`config.mk`:
```
export PLATFORM = sky130hd
export DESIGN_NAME = pd_ctrl_bank
export DESIGN_NICKNAME = d
export VERILOG_FILES = /design/src/rtl/pd_pkg.sv /design/src/rtl/pd_addr_dec.sv /design/src/rtl/pd_word.sv /design/src/rtl/pd_rd_mux.sv /design/src/rtl/pd_ctrl_bank.sv
export SDC_FILE = /design/constraint.sdc
export NUM_CORES = 1
export LEC_CHECK = 0
export BUFFER_PORTS_ARGS = -buffer_cell sky130_fd_sc_hd__buf_2
export CAP_MARGIN = 40
export CORE_MARGIN = 8
export CORE_UTILIZATION = 45
export DETAILED_ROUTE_END_ITERATION = 7
export PLACE_DENSITY = 0.76
export SETUP_SLACK_MARGIN = 0.02
export SLEW_MARGIN = 25
export SYNTH_ARGS = -nofsm -noshare
export SYNTH_HDL_FRONTEND = slang
export SYNTH_SLANG_ARGS = --single-unit
```
`constraint.sdc`:
```
create_clock -name clk_i -period 1.9 [get_ports clk_i]
set_input_delay 0.095 -clock clk_i [delete_from_list [all_inputs] [get_ports clk_i]]
set_output_delay 0.095 -clock clk_i [all_outputs]
set_load 0.02 [all_outputs]
```
`src/rtl/pd_pkg.sv`:
```
package pd_pkg;
  localparam int unsigned WORD_W = 32;

  typedef enum logic [1:0] {
    ACC_NONE = 2'd0,
    ACC_SET  = 2'd1,
    ACC_CLR  = 2'd2
  } acc_e;
endpackage

```
`src/rtl/pd_addr_dec.sv`:
```
module pd_addr_dec
  import pd_pkg::*;
#(
  parameter int unsigned ADDR_W    = 8,
  parameter int unsigned NUM_WORDS = 2,
  parameter int unsigned SET_BASE  = 'h60,
  parameter int unsigned CLR_BASE  = 'h70,
  localparam int unsigned WIDX_W   = (NUM_WORDS > 1) ? $clog2(NUM_WORDS) : 1
) (
  input  logic [ADDR_W-1:0] addr_i,
  output logic              hit_o,
  output acc_e              kind_o,
  output logic [WIDX_W-1:0] word_o
);
  always_comb begin
    hit_o  = 1'b0;
    kind_o = ACC_NONE;
    word_o = '0;
    for (int w = 0; w < NUM_WORDS; w++) begin
      if (addr_i == ADDR_W'(SET_BASE + 4 * w)) begin
        hit_o  = 1'b1;
        kind_o = ACC_SET;
        word_o = WIDX_W'(w);
      end
      if (addr_i == ADDR_W'(CLR_BASE + 4 * w)) begin
        hit_o  = 1'b1;
        kind_o = ACC_CLR;
        word_o = WIDX_W'(w);
      end
    end
  end
endmodule

```
`src/rtl/pd_word.sv`:
```
module pd_word
  import pd_pkg::*;
#(
  parameter logic [WORD_W-1:0] WORD_MASK = '1
) (
  input  logic              clk_i,
  input  logic              rst_ni,
  input  logic              we_i,
  input  acc_e              kind_i,
  input  logic [WORD_W-1:0] wdata_i,
  output logic [WORD_W-1:0] state_o
);
  logic [WORD_W-1:0] sel;
  logic [WORD_W-1:0] state_q;
  logic [WORD_W-1:0] state_d;

  assign sel = wdata_i & WORD_MASK;

  always_comb begin
    state_d = state_q;
    if (we_i) begin
      unique case (kind_i)
        ACC_SET: state_d = state_q | sel;
        ACC_CLR: state_d = state_q & ~sel;
        default: state_d = state_q;
      endcase
    end
  end

  always_ff @(posedge clk_i or negedge rst_ni) begin
    if (!rst_ni) state_q <= WORD_MASK;
    else         state_q <= state_d & WORD_MASK;
  end

  assign state_o = state_q;

  assert_clr_effect_R2: assert property (@(posedge clk_i) disable iff (!rst_ni)
    (we_i && kind_i == ACC_CLR) |=> ((state_q & $past(wdata_i) & WORD_MASK) == '0));

  assert_set_effect_R3: assert property (@(posedge clk_i) disable iff (!rst_ni)
    (we_i && kind_i == ACC_SET) |=>
      ((state_q & $past(wdata_i) & WORD_MASK) == ($past(wdata_i) & WORD_MASK)));

  assert_zero_hold_R2: assert property (@(posedge clk_i) disable iff (!rst_ni)
    we_i |=> ((state_q & ~$past(wdata_i)) == ($past(state_q) & ~$past(wdata_i))));
endmodule

```
`src/rtl/pd_rd_mux.sv`:
```
module pd_rd_mux
  import pd_pkg::*;
#(
  parameter int unsigned NUM_WORDS = 2,
  localparam int unsigned WIDX_W   = (NUM_WORDS > 1) ? $clog2(NUM_WORDS) : 1
) (
  input  logic [NUM_WORDS*WORD_W-1:0] state_i,
  input  logic                        hit_i,
  input  logic [WIDX_W-1:0]           word_i,
  output logic [WORD_W-1:0]           rdata_o
);
  always_comb begin
    rdata_o = '0;
    for (int w = 0; w < NUM_WORDS; w++) begin
      if (hit_i && word_i == WIDX_W'(w)) rdata_o = state_i[w*WORD_W +: WORD_W];
    end
  end
endmodule

```
`src/rtl/pd_ctrl_bank.sv`:
```
module pd_ctrl_bank
  import pd_pkg::*;
#(
  parameter int unsigned          ADDR_W    = 8,
  parameter int unsigned          NUM_SLOTS = 64,
  parameter logic [NUM_SLOTS-1:0] SLOT_MASK = 64'h0FFF_00FF_FFFF_7FFE,
  parameter int unsigned          SET_BASE  = 'h60,
  parameter int unsigned          CLR_BASE  = 'h70,
  localparam int unsigned NUM_WORDS = (NUM_SLOTS + WORD_W - 1) / WORD_W,
  localparam int unsigned WIDX_W    = (NUM_WORDS > 1) ? $clog2(NUM_WORDS) : 1
) (
  input  logic                 clk_i,
  input  logic                 rst_ni,
  input  logic [ADDR_W-1:0]    addr_i,
  input  logic                 wr_en_i,
  input  logic [WORD_W-1:0]    wdata_i,
  input  logic                 priv_i,
  output logic [WORD_W-1:0]    rdata_o,
  output logic [NUM_SLOTS-1:0] clk_dis_o
);
  localparam int unsigned PAD_W = NUM_WORDS * WORD_W;
  localparam logic [PAD_W-1:0] PAD_MASK = PAD_W'(SLOT_MASK);

  logic              hit;
  acc_e              kind;
  logic [WIDX_W-1:0] word;
  logic [PAD_W-1:0]  state_all;

  pd_addr_dec #(
    .ADDR_W   (ADDR_W),
    .NUM_WORDS(NUM_WORDS),
    .SET_BASE (SET_BASE),
    .CLR_BASE (CLR_BASE)
  ) u_dec (
    .addr_i(addr_i),
    .hit_o (hit),
    .kind_o(kind),
    .word_o(word)
  );

  for (genvar w = 0; w < NUM_WORDS; w++) begin : g_word
    logic we_w;
    assign we_w = wr_en_i & priv_i & hit & (word == WIDX_W'(w));

    pd_word #(
      .WORD_MASK(PAD_MASK[w*WORD_W +: WORD_W])
    ) u_word (
      .clk_i  (clk_i),
      .rst_ni (rst_ni),
      .we_i   (we_w),
      .kind_i (kind),
      .wdata_i(wdata_i),
      .state_o(state_all[w*WORD_W +: WORD_W])
    );
  end

  pd_rd_mux #(
    .NUM_WORDS(NUM_WORDS)
  ) u_rd (
    .state_i(state_all),
    .hit_i  (hit),
    .word_i (word),
    .rdata_o(rdata_o)
  );

  assign clk_dis_o = state_all[NUM_SLOTS-1:0];

  assert_unpriv_hold_R5: assert property (@(posedge clk_i) disable iff (!rst_ni)
    (wr_en_i && !priv_i) |=> $stable(clk_dis_o));

  assert_idle_hold_R7: assert property (@(posedge clk_i) disable iff (!rst_ni)
    !wr_en_i |=> $stable(clk_dis_o));

  assert_unimpl_zero_R6: assert property (@(posedge clk_i) disable iff (!rst_ni)
    ((clk_dis_o & ~SLOT_MASK) == '0));

  assert_unmapped_rd_R8: assert property (@(posedge clk_i) disable iff (!rst_ni)
    !hit |-> (rdata_o == '0));

  assert_unmapped_wr_R8: assert property (@(posedge clk_i) disable iff (!rst_ni)
    (wr_en_i && !hit) |=> $stable(clk_dis_o));
endmodule

```
==> impl_metrics.yaml <==
pwr:
  cellPowerDensity_nw_per_um2: 484
  total_power_uw: 2120
  p_leak_uw: 0.00197
  ir_drop_mv: 0.309
hold_path:
  hp-class: "in -> reg"
synth:
  synth.cell_area_sq_um: 3320
  synth.avg_cell_area_sq_um: 10.1
  synth-edff-count: 0
  synth_top_area_share_pct: 39.5
  yosysTopAreaCell: "dfstp_2"
  ys.flop_type: "dfstp_2"
  ys_seq_elements: 50
  yosys_warnings: 0
  synth.area.top_cells: "dfstp_2 (40%), mux2i_1 (9.9%), a41oi_1 (6.6%)"
  synthArstFlopShare_pct: 100
  synthCells: 330
  ys_types: 34
  synth-seq-area-share_pct: 39.5
clock_network:
  cts_sinks: 50
  worst_skew_pair.late_latency_ns: 0.30
  htree_levels: 2
  cts_buffers: 5
  cts_setup_buffers: 0
  holdBufCountCts: 0
  cts.clk_slew.worst_paths_ns: 0.10
  cts_tree: "done"
  clockBufferDepth: 2
  root_buffer: "clkbuf_8"
  cts_resized: 0
routing:
  wl_met3_um: 808
  top_layer: "met5"
  wl_met2_um: 5200
  drt-total-wl_um: 10500
  postRouteAntennaNets: 0
  drc_errors: 0
  num_vias: 3119
  wire_per_inst_um: 19.4
  viasPerCell: 5.75
  met1Wirelength_um: 4420
  first_iter_violations: 113
  first_pass_iters: 7
setup_path:
  critPathLaunchType: "input pin"
  crit_chain: "buf_2, or2_2, or3_4, ha_4, buf_12, nor2b_1, a41oi_1, a31oi_1"
  cpMaxStageDelayCell: "or3_4"
  cp.arrival_ns: 1.91
  path_class: "in -> reg"
  cp.required_ns: 2.13
  end_kind: "register"
  slowest_delay_ns: 0.38
  critPathMaxFanout: 11
  path_buf_inv: 2
  crit_family: "simple AND/OR/NAND/NOR gates"
sta:
  rsz0062_at_grt: "false"
  slew_viol_final: 0
  worst_pin_slew_ns: 0.630
  clock_skew_ns: 0
  hold_slack_ns: 0.0403
  clock.fmax_mhz: 596
  hold_viol: 0
  finalSetupViolCount: 0
  post-route-period-util_pct: 88.3
  setup_ws_ns: 0.222
  post-route-min-period_ns: 1.68
  max-slew-margin-rel_pct: 58.0
status:
  status: "finished, final reports clean"
floorplan:
  die_h_um: 102
  initial_utilization_pct: 46.0
  die_x_um: 102
  dieArea_sq_um: 10400
  row_count: 31
  core_sq_um: 7210
  ios: 140
cells_and_area:
  final_cell_mix: "buf_2 (123), dfstp_2 (50), mux2i_1 (33)"
  final_layout_size_suffix_gt1_share_pct: 55.9
  final_common_cell: "buf_2"
  seq_area_sq_um: 1310
  finish.instance_area_sq_um: 4380
  syn2layout_area_growth_pct: 31.9
  final_core_util_pct: 60.7
  fillerInstances: 624
  final_net_count: 486
  multi_input_area_sq_um: 1930
place:
  gp_congestion: 0.776
  preCtsSetupSlack_ns: -0.0976
  numPortBuffers: 123
  hpwl_um: 7420
  dpl-instance-area_sq_um: 4270
global_routing:
  grt_pass1_wl_um: 16600
  antenna_found_initial: 2
  grt_max_degree: 43
  track_usage_pct: 19.9
  grt_overflow: 0
  grt_pass1_vias: 3162
job:
  max-cap-violations: 0
-- metal layers --
layer  track usage, %  vias to the layer above
li1                 -                     1444
met1             25.0                     1538
met2             33.9                      126
met3             4.63                        9
met4             4.40                        2
met5                0                        -
-- through the flow --
step | TNS (ns) | std cells
final | 0 | 542
after floorplan | -2.41 | 344
after global placement | -1.18 | 533
after global routing | 0 | 542
after CTS | 0 | 541
after detailed placement | -2.57 | 533
-- tightest hold or removal path: stages --
cell and delay [ns]:
buf_2 0.11, nand4_1 0.08, mux2i_1 0.07
-- cells by family after synthesis --
logic type      count (synthesis)  synth area share (%)
fa+ha+maj                       1                 0.377
mux                            33                  9.94
other cells                     1                 0.113
buf+inv                        70                  11.8
compound gates                 72                  17.1
simple gates                  103                  21.1
flops                          50                  39.5
-- cell usage after synthesis (3+ instances only) --
cell type / n
nor2b_1: 7
nor4_2: 10
nor3_1: 11
buf_2: 16
nor2_1: 21
and2_1: 13
buf_4: 21
nand4_1: 15
inv_1: 14
mux2i_1: 33
clkbuf_1: 14
and3_1: 3
nand2b_1: 10
a31oi_1: 25
a41oi_1: 25
dfstp_2: 50
buf_6: 4
o41ai_1: 22
-- final cells by class --
class	instances	share of cell area, %
Clock inverter	3	0.914
Timing Repair Buffer	146	19.4
Multi-Input combinational cell	224	44.0
Sequential cell	50	30.0
Tap cell	99	2.83
Antenna cell	1	0.0571
Clock buffer	5	1.57
Inverter	14	1.20
-- where the power goes --
part	internal [uW]	switching (uW)	total, uW
logic	86.6	188	274
clock network	389	384	773
registers	1070	1.05	1070
-- worst paths after layout --
kind	start	endpoint	slack, ns	cells past startpoint
min	wdata_i[7]	register	0.04	3
max reg2reg	register	register	1.03	2
min reg2reg	register	register	0.49	2
max	addr_i[1]	register	0.22	8
min in group asynchronous	rst_ni	asynchronous set/reset pin	0.13	1
max in group asynchronous	rst_ni	asynchronous set/reset pin	1.48	2
(Power assumes the default switching activity.)
